## config.mk

```make
export PLATFORM = sky130hd
export DESIGN_NAME = pfx_instr_decoder
export DESIGN_NICKNAME = d
export VERILOG_FILES = /design/src/rtl/pid_pkg.sv /design/src/rtl/pid_ctrl.sv /design/src/rtl/pid_datapath.sv /design/src/rtl/pfx_instr_decoder.sv
export SDC_FILE = /design/constraint.sdc
export NUM_CORES = 1
export LEC_CHECK = 0
export ABC_CLOCK_PERIOD_IN_PS = 1780
export BUFFER_PORTS_ARGS = -buffer_cell sky130_fd_sc_hd__buf_2
export CORE_MARGIN = 2
export CORE_UTILIZATION = 42
export CTS_BUF_LIST = sky130_fd_sc_hd__clkbuf_8
export CTS_CLUSTER_SIZE = 10
export DETAILED_ROUTE_END_ITERATION = 16
export GPL_ROUTABILITY_DRIVEN = 0
export PLACE_DENSITY_LB_ADDON = 0.25
export SLEW_MARGIN = 20
export SYNTH_ARGS = -nofsm -noshare
export SYNTH_HDL_FRONTEND = slang
export SYNTH_SLANG_ARGS = --single-unit
```

## constraint.sdc

```tcl
create_clock -name clk -period 1.78 [get_ports clk]
set_clock_uncertainty 0.1 [all_clocks]
set_input_delay 0.445 -clock clk [delete_from_list [all_inputs] [get_ports clk]]
set_output_delay 0.445 -clock clk [all_outputs]
set_load 0.01 [all_outputs]
```

## src/rtl/pid_pkg.sv

```systemverilog
package pid_pkg;

  localparam int BYTE_W = 8;

  typedef enum logic [2:0] {
    ST_IDLE,
    ST_PFX_OPND,
    ST_OPCODE,
    ST_SRC_OPND,
    ST_EMIT
  } pidState_e;

  // one strobe per datapath load action; at most one is high per cycle
  typedef struct packed {
    logic ldBasic;
    logic ldPrefix;
    logic ldOpnd1;
    logic ldOpcode;
    logic ldOpnd2;
  } pidStrobe_t;

  // first-operand byte count, from prefix bits [4:3]
  function automatic logic [1:0] prefixOpndCount(input logic [1:0] sel);
    case (sel)
      2'b01:   return 2'd2;
      2'b10:   return 2'd1;
      default: return 2'd0;
    endcase
  endfunction

  // trailing source byte count, from operation bits [7:5]
  function automatic logic [1:0] trailCount(input logic [2:0] top);
    if (top[2:1] != 2'b11) return 2'd0;
    if (top[0]) return 2'd2;
    return 2'd1;
  endfunction

endpackage

```

## src/rtl/pid_ctrl.sv

```systemverilog
module pid_ctrl
  import pid_pkg::*;
#(
  parameter logic [7:0] PFX_LO = 8'hE0,
  parameter logic [7:0] PFX_HI = 8'hFE
) (
  input  logic       clk,
  input  logic       rstN,
  input  logic       inValid,
  input  logic [7:0] inData,
  output logic       inReady,
  output logic       outValid,
  input  logic       outReady,
  output pidStrobe_t strobe
);

  pidState_e  stateQ, stateD;
  logic [1:0] remainQ, remainD;
  logic       take;
  logic       isPrefix;
  logic [1:0] pfxCnt;
  logic [1:0] trlCnt;

  assign inReady  = (stateQ != ST_EMIT);
  assign outValid = (stateQ == ST_EMIT);
  assign take     = inValid && inReady;
  assign isPrefix = (inData >= PFX_LO) && (inData <= PFX_HI);
  assign pfxCnt   = prefixOpndCount(inData[4:3]);
  assign trlCnt   = trailCount(inData[7:5]);

  always_comb begin
    stateD  = stateQ;
    remainD = remainQ;
    strobe  = '0;
    case (stateQ)
      ST_IDLE: begin
        if (take) begin
          if (isPrefix) begin
            strobe.ldPrefix = 1'b1;
            remainD = pfxCnt;
            stateD  = (pfxCnt == 2'd0) ? ST_OPCODE : ST_PFX_OPND;
          end else begin
            strobe.ldBasic = 1'b1;
            stateD = ST_EMIT;
          end
        end
      end
      ST_PFX_OPND: begin
        if (take) begin
          strobe.ldOpnd1 = 1'b1;
          remainD = remainQ - 2'd1;
          if (remainQ == 2'd1) stateD = ST_OPCODE;
        end
      end
      ST_OPCODE: begin
        if (take) begin
          strobe.ldOpcode = 1'b1;
          remainD = trlCnt;
          stateD  = (trlCnt == 2'd0) ? ST_EMIT : ST_SRC_OPND;
        end
      end
      ST_SRC_OPND: begin
        if (take) begin
          strobe.ldOpnd2 = 1'b1;
          remainD = remainQ - 2'd1;
          if (remainQ == 2'd1) stateD = ST_EMIT;
        end
      end
      ST_EMIT: begin
        if (outReady) stateD = ST_IDLE;
      end
      default: stateD = ST_IDLE;
    endcase
  end

  always_ff @(posedge clk or negedge rstN) begin
    if (!rstN) begin
      stateQ  <= ST_IDLE;
      remainQ <= 2'd0;
    end else begin
      stateQ  <= stateD;
      remainQ <= remainD;
    end
  end

  // a stalled bundle stays valid
  a_r8_hold_valid: assert property (@(posedge clk) disable iff (!rstN)
    outValid && !outReady |=> outValid);

  // input reopens right after the output handshake
  a_r9_release: assert property (@(posedge clk) disable iff (!rstN)
    outValid && outReady |=> inReady && !outValid);

  // the last trailing byte leads straight to a bundle
  a_r9_emit_after_last: assert property (@(posedge clk) disable iff (!rstN)
    (stateQ == ST_SRC_OPND) && take && (remainQ == 2'd1) |=> outValid);

  // a non-prefix first byte goes straight to a bundle
  a_r2_basic_direct: assert property (@(posedge clk) disable iff (!rstN)
    (stateQ == ST_IDLE) && take && !isPrefix |=> outValid);

  // the operand-collecting states never run with no bytes left
  a_r4_remain_nonzero: assert property (@(posedge clk) disable iff (!rstN)
    (stateQ == ST_PFX_OPND || stateQ == ST_SRC_OPND) |-> remainQ != 2'd0);

endmodule

```

## src/rtl/pid_datapath.sv

```systemverilog
module pid_datapath
  import pid_pkg::*;
#(
  parameter  int MAX_OPND = 2,
  localparam int OPND_W   = BYTE_W * MAX_OPND,
  localparam int LEN_W    = $clog2(2 * MAX_OPND + 3)
) (
  input  logic              clk,
  input  logic              rstN,
  input  pidStrobe_t        strobe,
  input  logic [7:0]        inData,
  output logic              isExt,
  output logic [7:0]        prefix,
  output logic [OPND_W-1:0] opnd1,
  output logic [7:0]        opcode,
  output logic [OPND_W-1:0] opnd2,
  output logic [LEN_W-1:0]  len
);

  localparam int IDX_W = $clog2(MAX_OPND + 1);

  logic             start;
  logic [IDX_W-1:0] idx1Q, idx2Q;

  assign start = strobe.ldBasic || strobe.ldPrefix;

  for (genvar g = 0; g < MAX_OPND; g++) begin : g_lane
    always_ff @(posedge clk or negedge rstN) begin
      if (!rstN) begin
        opnd1[g*BYTE_W +: BYTE_W] <= '0;
        opnd2[g*BYTE_W +: BYTE_W] <= '0;
      end else begin
        if (start)
          opnd1[g*BYTE_W +: BYTE_W] <= '0;
        else if (strobe.ldOpnd1 && idx1Q == IDX_W'(g))
          opnd1[g*BYTE_W +: BYTE_W] <= inData;
        if (start)
          opnd2[g*BYTE_W +: BYTE_W] <= '0;
        else if (strobe.ldOpnd2 && idx2Q == IDX_W'(g))
          opnd2[g*BYTE_W +: BYTE_W] <= inData;
      end
    end
  end

  always_ff @(posedge clk or negedge rstN) begin
    if (!rstN) begin
      idx1Q  <= '0;
      idx2Q  <= '0;
      isExt  <= 1'b0;
      prefix <= '0;
      opcode <= '0;
      len    <= '0;
    end else begin
      if (start) begin
        idx1Q  <= '0;
        idx2Q  <= '0;
        isExt  <= strobe.ldPrefix;
        prefix <= strobe.ldPrefix ? inData : 8'h00;
        len    <= LEN_W'(1);
      end else if (strobe.ldOpnd1 || strobe.ldOpcode || strobe.ldOpnd2) begin
        len <= len + LEN_W'(1);
      end
      if (strobe.ldOpnd1) idx1Q <= idx1Q + IDX_W'(1);
      if (strobe.ldOpnd2) idx2Q <= idx2Q + IDX_W'(1);
      if (strobe.ldBasic || strobe.ldOpcode) opcode <= inData;
    end
  end

  // operand loads never index past the last lane
  a_r6_lane1_bound: assert property (@(posedge clk) disable iff (!rstN)
    strobe.ldOpnd1 |-> idx1Q < IDX_W'(MAX_OPND));
  a_r6_lane2_bound: assert property (@(posedge clk) disable iff (!rstN)
    strobe.ldOpnd2 |-> idx2Q < IDX_W'(MAX_OPND));

  // the control never asks for two load actions at once
  a_r2_one_strobe: assert property (@(posedge clk) disable iff (!rstN)
    $onehot0(strobe));

endmodule

```

## src/rtl/pfx_instr_decoder.sv

```systemverilog
module pfx_instr_decoder
  import pid_pkg::*;
#(
  parameter  int         MAX_OPND = 2,
  parameter  logic [7:0] PFX_LO   = 8'hE0,
  parameter  logic [7:0] PFX_HI   = 8'hFE,
  localparam int         OPND_W   = BYTE_W * MAX_OPND,
  localparam int         LEN_W    = $clog2(2 * MAX_OPND + 3)
) (
  input  logic              clk,
  input  logic              rstN,
  input  logic              inValid,
  input  logic [7:0]        inData,
  output logic              inReady,
  output logic              outValid,
  input  logic              outReady,
  output logic              outIsExt,
  output logic [7:0]        outPrefix,
  output logic [OPND_W-1:0] outOpnd1,
  output logic [7:0]        outOpcode,
  output logic [OPND_W-1:0] outOpnd2,
  output logic [LEN_W-1:0]  outLen
);

  pidStrobe_t strobe;

  pid_ctrl #(
    .PFX_LO(PFX_LO),
    .PFX_HI(PFX_HI)
  ) u_ctrl (
    .clk      (clk),
    .rstN     (rstN),
    .inValid  (inValid),
    .inData   (inData),
    .inReady  (inReady),
    .outValid (outValid),
    .outReady (outReady),
    .strobe   (strobe)
  );

  pid_datapath #(
    .MAX_OPND(MAX_OPND)
  ) u_dp (
    .clk    (clk),
    .rstN   (rstN),
    .strobe (strobe),
    .inData (inData),
    .isExt  (outIsExt),
    .prefix (outPrefix),
    .opnd1  (outOpnd1),
    .opcode (outOpcode),
    .opnd2  (outOpnd2),
    .len    (outLen)
  );

  // the bundle is frozen while it waits
  a_r8_stable_bundle: assert property (@(posedge clk) disable iff (!rstN)
    outValid && !outReady |=>
      $stable({outIsExt, outPrefix, outOpnd1, outOpcode, outOpnd2, outLen}));

  // shape of a basic bundle
  a_r3_basic_shape: assert property (@(posedge clk) disable iff (!rstN)
    outValid && !outIsExt |->
      outLen == LEN_W'(1) && outPrefix == 8'h00 && outOpnd1 == '0 && outOpnd2 == '0);

  // an extended bundle always carries an in-range prefix
  a_r2_prefix_range: assert property (@(posedge clk) disable iff (!rstN)
    outValid && outIsExt |-> outPrefix >= PFX_LO && outPrefix <= PFX_HI);

  // length agrees with the two byte-count lookups
  a_r7_ext_len: assert property (@(posedge clk) disable iff (!rstN)
    outValid && outIsExt |->
      outLen == LEN_W'(2 + int'(prefixOpndCount(outPrefix[4:3]))
                         + int'(trailCount(outOpcode[7:5]))));

endmodule

```

After elaboration in Yosys (flattened, before gate mapping)
Cells that the tools add are included.
{"block": "word_totals", "ff_bits": 61, "in_bits": 12, "output_inout_bits": 54, "word_cells": 110}
{"block": "classes", "add_sub_neg": 4, "magnitude_cmp": 2, "eq_ne": 20, "n_mux": 46, "reduce_logical": 26}
{"op": "$mux W8", "n": 9}
{"op": "$mux W3", "n": 11}
{"op": "$mux W2", "n": 14}
{"op": "$ne A2 B1 Y1 const B", "n": 9}
{"op": "$pmux W3 S5", "n": 1}
{"op": "$reduce_bool A2 Y1", "n": 7}
{"op": "$mux W1", "n": 9}
{"op": "$eq A2 B1 Y1 const B", "n": 4}
{"op": "$ge A8 B8 Y1 const B", "n": 1}
{"op": "$le A8 B8 Y1 const B", "n": 1}
{"op": "$logic_not A2 Y1", "n": 4}
{"op": "$reduce_and A7 Y1", "n": 1}
{"op": "$eq A3 B2 Y1 const B", "n": 2}
{"op": "$logic_and A1 B1 Y1", "n": 6}
{"op": "$pmux W2 S3", "n": 1}
{"op": "$reduce_and A5 Y1", "n": 1}
{"op": "$add A2 B1 Y2 const B", "n": 2}
{"op": "$logic_or A1 B1 Y1", "n": 4}
{"op": "$pmux W2 S2", "n": 1}
{"op": "$add A3 B1 Y3 const B", "n": 1}
{"op": "$eq A3 B1 Y1 const B", "n": 1}
{"op": "$eq A3 B3 Y1 const B", "n": 1}
{"op": "$logic_not A3 Y1", "n": 1}
{"op": "$ne A3 B3 Y1 const B", "n": 1}
{"op": "5 further kinds", "n": 5}

Depth between registers and ports, before layout
Gate-level depths: netlist (run 1).
{"block": "depth", "word_depth": 9, "ltp_mapped": 8, "depth_no_buf": 6}

Cells and area by module
Synthesis (run 1) repeated with hierarchy kept, for this count alone.
{"block": "unflattened", "hier_cells": 277, "area_unflattened_um2": 3154.3}
{"module": "pid_datapath", "instances": 1, "cells_per_inst": 222, "area_each_um2": 2687.6, "seq_area_each_um2": 1401.3}
{"module": "pid_ctrl", "instances": 1, "cells_per_inst": 55, "area_each_um2": 466.7, "seq_area_each_um2": 125.1}

Worst setup path before layout (run 1)
Ideal clock, no wire load.
{"block": "synth_timing", "path_type": "input-to-reg", "startpoint": "in inData[2]", "endpoint": "reg u_dp.opcode[1]", "setup_time_ns": 0.125, "arrival_time_ns": 1.505, "t_required_ns": 1.555, "path_slack_ns": 0.050, "stages": 4, "path_buffers": 0, "cell_sequence": "and3_1 -> a31o_1 -> o31ai_4 -> mux2_2"}
{"block": "synth_via", "elab_chain_cells": 6, "word_cells_on_any_way": 7, "cone_classes": "order compare: 2; mux: 3; reduce/logical: 2"}
{"element": "start, declared", "line": "pfx_instr_decoder.sv:13", "text": "input logic [7:0] inData,"}
{"element": "$ge A8 B8 Y1 or $le A8 B8 Y1 (tied branches)", "line": "pid_ctrl.sv:27", "text": "assign isPrefix = (inData >= PFX_LO) && (inData <= PFX_HI);"}
{"element": "$logic_and A1 B1 Y1 *", "line": "pid_ctrl.sv:27"}
{"element": "$mux W1 *", "line": "pid_ctrl.sv:38", "text": "if (isPrefix) begin"}
{"element": "$mux W2 *", "line": "pid_ctrl.sv:37", "text": "if (take) begin"}
{"element": "$mux W2 *", "line": "pid_ctrl.sv:35", "text": "case (stateQ)"}
{"element": "$logic_or A1 B1 Y1 *", "line": "pid_datapath.sv:65", "text": "if (strobe.ldBasic || strobe.ldOpcode) opcode <= inData;"}
{"element": "end signal, assigned", "line": "pid_datapath.sv:65"}
{"element": "end, declared", "line": "pid_datapath.sv:15", "text": "output logic [7:0] opcode,"}
Every way passes the cells marked *; elsewhere a longest branch is shown, timed or not.
A chain may end at the register's enable or synchronous reset.

Worst setup path in the final report (run 1)
{"block": "layout_timing", "startpoint": "reg u_ctrl.stateQ[2]", "endpoint": "out outValid"}
{"block": "layout_via", "elab_chain_cells": 1}
{"element": "start, declared", "line": "pid_ctrl.sv:17", "text": "pidState_e stateQ, stateD;"}
{"element": "start signal, assigned", "line": "pid_ctrl.sv:81", "text": "stateQ <= stateD;"}
{"element": "$eq A3 B3 Y1", "line": "pid_ctrl.sv:25", "text": "assign outValid = (stateQ == ST_EMIT);"}
{"element": "end, declared", "line": "pfx_instr_decoder.sv:15", "text": "output logic outValid,"}
Every way passes these cells.

==> results of run 1 <==
==> flip-flops by register name, indices dropped and copies added (netlist names), 2 cells and up <==
| register | count |
|---|---|
| u_ctrl.remainQ | 2 |
| u_ctrl.stateQ | 3 |
| u_dp.idx1Q | 2 |
| u_dp.idx2Q | 2 |
| u_dp.len | 3 |
| u_dp.opcode | 8 |
| u_dp.opnd1 | 16 |
| u_dp.opnd2 | 16 |
| u_dp.prefix | 8 |
==> worst min path at each step <==
stage | startpoint | endpoint | cells after the start
detailed placement | u_dp.opnd2[14] | u_dp.opnd2[14] | 2
finish | rstN | u_dp.idx2Q[1] | 2
global route | rstN | u_dp.opnd1[8] | 2
global placement | u_dp.opnd2[7] | u_dp.opnd2[7] | 2
floorplan | rstN | u_ctrl.remainQ[0] | 0
CTS | rstN | u_dp.opnd1[14] | 2
==> cell usage after synthesis, drive strengths merged <==
library cell and count:
a21boi 1, a21o 4, a21oi 6, a22o 7, a22oi 1, a2bb2oi 1, a31o 2, a31oi 3
and2 5, and3 4, buf 10, dfrtp 61, ha 9, inv 15, mux2 23, mux2i 4
nand2 31, nand2b 1, nand3 4, nand3b 1, nand4 1, nor2 10, nor2b 1, nor3 1
o21ai 29, o221ai 2, o22ai 1, o2bb2ai 2, o31ai 1, or2b 1, or4 1
==> cells by family (layout without fill, tap and decap cells) <==
logic type	Yosys count	in the layout	share of synthesized area
adder cells (fa/ha/maj)	9	9	0.0402
multiplexers	27	27	0.107
flip-flops	61	61	0.544
AO/OA/AOI/OAI	60	60	0.149
buffers and inverters	25	126	0.0424
AND/OR/NAND/NOR	61	61	0.117
==> cell type report <==
cell class                 instances  area [sq um]  area share
tap                               77          96.3      0.0262
clock inverter                     6           109      0.0296
inverter                          15          56.3      0.0153
sequential                        61          1530       0.415
timing repair buffer              95           576       0.156
multi-input combinational        157          1180       0.320
clock buffer                      10           138      0.0374
==> per-layer routing <==
layer | track usage | vias up
li1 | - | 1043
met3 | 0.0423 | 10
met5 | 0 | -
met2 | 0.283 | 62
met4 | 0.0823 | 0
met1 | 0.245 | 1028
==> report_power, final <==
group	total, W	internal [W]	switching, W
combinational	0.00185	0.000869	0.000978
clock	0.00151	0.000968	0.000539
sequential	0.00216	0.00189	0.000265
total	0.00551	0.00373	0.00178
==> worst max-delay path: stages (launching register included) <==
cell	delay [ns]
dfrtp_1	0.39
buf_4	0.16
nand2_1	0.11
inv_1	0.05
buf_2	0.13
==> repair_timing <==
action	in CTS	in global routing
setup buffers	1	1
pin swaps	1	0
setup endpoints to repair	2	9
gates resized for setup	2	2
==> through the flow <==
| stage | hold slack, ns | util |
|---|---|---|
| final | -0.00938 | 0.576 |
| after detailed placement | 0.365 | 0.532 |
| after global placement | 0.355 | 0.532 |
| after global routing | 0.0304 | 0.576 |
| after floorplan | 0.0494 | - |
| after CTS | 0.0136 | 0.574 |
==> run summary, run 1 <==
Finish-stage setup viols: 0
DP HPWL: 4.61 mm
Max Slew Vio Count: 0
failing checks: negative hold slack
overall die height: 85.7 um
highest routed metal layer: met4
Critical Path AT: 1.18 ns
Die X: 85.7 um
antenna-violating nets left: 0
routed len/inst: 14.7 um
crit path launch type: register
pre-CTS setup slack: -0.111 ns
critical path capture point type: primary output
Worst R2R End: u_ctrl.remainQ[1]
clk slew on worst S/H paths: 0.07 ns
Worst Hold Class: in -> async
antenna violations before repair: 0
RSZ-0062 raised after global routing: no
GRT Total Usage: 0.183
routed vias/inst: 5.09
vias in the first global route: 2151
CP endpoint: outValid
Area contributors post-synth: dfrtp_1 (54%), mux2_2 (8.4%), o21ai_0 (4.5%), ha_1 (4.0%), nand2_1 (4.0%)
Hold Worst Slack: -0.00938 ns
commonest non-fill, non-tap cells in the layout: buf_2 (65), dfrtp_1 (60), nand2_1 (30)
initial core utilization: 0.439
worst vdd ir: 0.782 mV
Leak: 1.88 nW
Mapped Area: 2800 sq um
Syn Nets: 264
placed cells: 403
# diodes: 0
worst r2r src: u_ctrl.stateQ[0]
Synth top area share: 0.544
Crit Path Class: reg -> out
overall power: 0.00551 W
Period Utilization, post-route: 0.968
Final Critical Period: 1.72 ns
first-pass GRT wire length: 10.3 mm
Core Region: 6390 sq um
Crit Path Max Fanout: 8
row count: 29
Routed Wire Length: 6.21 mm
fin nets: 360
worst slew pin tran: 0.374 ns
TritonCTS Buffers: 9
CP startpoint: u_ctrl.stateQ[2]
fmax: 580 MHz
Max-slew headroom: 0.750
layout cells sized above 1: 0.430
CTS tree: yes
H-tree levels: 3
Detailed Routing Iterations Pass 1: 4
IO Count: 66
Yosys top cell by area: dfrtp_1
cts hold-fix bufs: 0
Worst EP required: 1.23 ns
Placed Instance Area: 3400 sq um
Finished Layout Cells: 421
largest net degree at the start of global routing: 62
residual DRC count: 0
Skew-Pair Late Insertion Delay: 0.34 ns
internal reg-to-reg setup slack: 0.09 ns
Post-Syn Instances: 243
sequential share of the synthesized area: 0.544
Reg2Reg Depth: 4
met3 wire len: 364 um
Synth Area per Inst: 11.5 sq um
Yosys cell types: 41
Vias: 2143
metal2 WL: 2.82 mm
final hold vios: 8
Power Dens Cells: 1500 nW/um^2
TNS Setup: 0 ns
GRT Residual Overflow: 0
area of the die: 7350 sq um
# port buffers: 65
commonest non-fill, non-tap cell in the layout: buf_2
P&R area growth vs syn: 31.3%
clk sinks: 61
Worst Slack Setup Final: 0.0572 ns
# fillers: 538
Initial DRC Count: 83
status: finished, violations left
wire length on met1: 2.92 mm
yosys warns: 0
Post-Layout Inst Area: 3680 sq um
root cell of the clock tree: clkbuf_8
max cap viols: 0
Max Buffers Root-to-Sink: 2
number of synthesized register bits: 61
(Power assumes the default switching activity.)
==> run 2: changes to the inputs <==
ABC_AREA = 1   (was not set)
CORE_ASPECT_RATIO = 0.6   (was not set)
==> run summary, run 2 <==
ys flop type: dfrtp_1
met3 wire len: 502 um
Critical Path AT: 1.16 ns
# fillers: 619
wire length on met1: 3.56 mm
clk slew on worst S/H paths: 0.06 ns
metal2 WL: 2.65 mm
Finish-stage setup viols: 0
commonest non-fill, non-tap cells in the layout: nand2_1 (105), buf_2 (65), dfrtp_1 (60)
number of synthesized register bits: 61
routed len/inst: 13.5 um
Crit Path Class: reg -> out
setup repair bufs after CTS: 0
Max Slew Vio Count: 0
Vias: 2400
critical-path cell list: inv_2 -> nand2_4 -> nor2_4 -> inv_1 -> buf_2
Syn Nets: 347
TritonCTS Buffers: 9
Skew-Pair Late Insertion Delay: 0.33 ns
CP startpoint: u_ctrl.stateQ[0]
status: finished, final reports clean
# port buffers: 65
crit path launch type: register
Worst Slack Setup Final: 0.0791 ns
root cell of the clock tree: clkbuf_8
antenna violations before repair: 0
first-pass GRT wire length: 11.0 mm
Finished Layout Cells: 503
initial core utilization: 0.429
row count: 23
top cells by count, synth: nand2_1 (105), dfrtp_1 (61), nand3_1 (34), inv_1 (29), nor2_1 (27)
IO Count: 66
fin nets: 433
GRT Total Usage: 0.200
Leak: 1.98 nW
Worst EP required: 1.23 ns
Async SR Flop Fraction: 1.00
overall die height: 67.5 um
H-tree levels: 3
Reg2Reg Depth: 6
worst r2r src: u_ctrl.stateQ[2]
commonest non-fill, non-tap cell in the layout: nand2_1
placed cells: 488
Yosys cell types: 23
Final Critical Period: 1.70 ns
vias in the first global route: 2226
overall power: 0.00624 W
Routed Wire Length: 6.80 mm
TNS Setup: 0 ns
fmax: 588 MHz
internal reg-to-reg setup slack: 0.13 ns
GRT Residual Overflow: 0
top-count cell post-synth: nand2_1
critical path capture point type: primary output
Worst R2R End: u_dp.opcode[7]
Core Region: 6590 sq um
CP peak stage delay: 0.39 ns
CTS tree: yes
yosys warns: 0
Synth Area per Inst: 8.66 sq um
sequential share of the synthesized area: 0.541
crit-path leading delay family: flip-flops
highest routed metal layer: met4
area of the die: 7420 sq um
layout cells sized above 1: 0.288
Area contributors post-synth: dfrtp_1 (54%), nand2_1 (14%), nand3_1 (6.0%), ha_1 (4.0%), inv_1 (3.9%)
Detailed Routing Iterations Pass 1: 5
RSZ-0062 raised after global routing: no
Max-slew headroom: 0.762
Mapped Area: 2820 sq um
final hold vios: 0
Yosys top cell by area: dfrtp_1
clk sinks: 61
Crit-path slowest cell: dfrtp_1
Period Utilization, post-route: 0.956
Post-Syn Instances: 326
pre-CTS setup slack: 0.0347 ns
# diodes: 0
worst vdd ir: 0.850 mV
DP HPWL: 5.08 mm
antenna-violating nets left: 0
Worst Hold Class: in -> async
Synth top area share: 0.541
worst slew pin tran: 0.355 ns
P&R area growth vs syn: 26.0%
routed vias/inst: 4.77
top flop regs: u_dp.opnd1 x16, u_dp.opnd2 x16
CP endpoint: inReady
Crit Path Max Fanout: 4
Die X: 110 um
residual DRC count: 0
Power Dens Cells: 1750 nW/um^2
cell count along the critical path: 5
buffer and inverter count on the worst path: 3
Post-synth EDFFs: 0
Initial DRC Count: 113
max cap viols: 0
Max Buffers Root-to-Sink: 2
largest net degree at the start of global routing: 62
run 2: changes by cell type after synthesis, moves of 13 or more:
| cell | change |
|---|---|
| nand2_1 | +75 |
| nand3_1 | +30 |
| mux2_2 | -21 |
| nor2_1 | +21 |
| inv_1 | +16 |
| a21oi_1 | +13 |
| o21ai_0 | -13 |
run 2: repair_timing:
item | 4_1_cts | 5_1_grt
pin swaps | 0 | 0
gates resized for setup | 2 | 4
hold buffers | 0 | 0
endpoints found under the setup margin | 2 | 5
run 2: layer usage:
metal | up-vias | global-route usage
li1 | 1198 | -
met1 | 1118 | 0.304
met5 | - | 0
met4 | 0 | 0.0633
met2 | 73 | 0.268
met3 | 11 | 0.0637
run 2: how the worst min path moves through the flow:
stage	from	endpoint	slack [ns]
5_1_grt	rstN	u_dp.prefix[6]	0.02
2_1_floorplan	rstN	u_ctrl.remainQ[0]	0.05
3_5_place_dp	u_dp.prefix[2]	u_dp.prefix[2]	0.37
6_report	rstN	u_dp.prefix[6]	0.005
3_3_place_gp	u_dp.prefix[7]	u_dp.prefix[7]	0.37
4_1_cts	rstN	u_dp.prefix[6]	0.01
run 2: logic make-up after synthesis:
group,share of synthesized area
flops,0.541
buf+inv,0.0603
fa+ha+maj,0.0399
simple gates,0.297
compound gates,0.0620
run 2: layout make-up:
class	count	area [sq um]	area share
Tap cell	87	109	0.0306
Timing Repair Buffer	81	458	0.129
Clock buffer	11	151	0.0425
Clock inverter	4	47.5	0.0134
Sequential cell	61	1530	0.429
Inverter	32	120	0.0338
Multi-Input combinational cell	227	1140	0.322
run 2: stage by stage:
step,hold WS (ns),cell area (sq um),utilization
final,0.00512,3560,0.540
after global routing,0.0176,3560,0.540
after CTS,0.0139,3540,0.537
after detailed placement,0.367,3340,0.507
after global placement,0.365,3340,0.507
after floorplan,0.0494,2820,-
run 2: power by group:
group | total [W] | internal [W] | leakage (nW) | switching (W)
combinational | 0.00271 | 0.00105 | 1.12 | 0.00166
sequential | 0.00230 | 0.00196 | 0.767 | 0.000338
clock | 0.00123 | 0.000710 | 0.101 | 0.000520
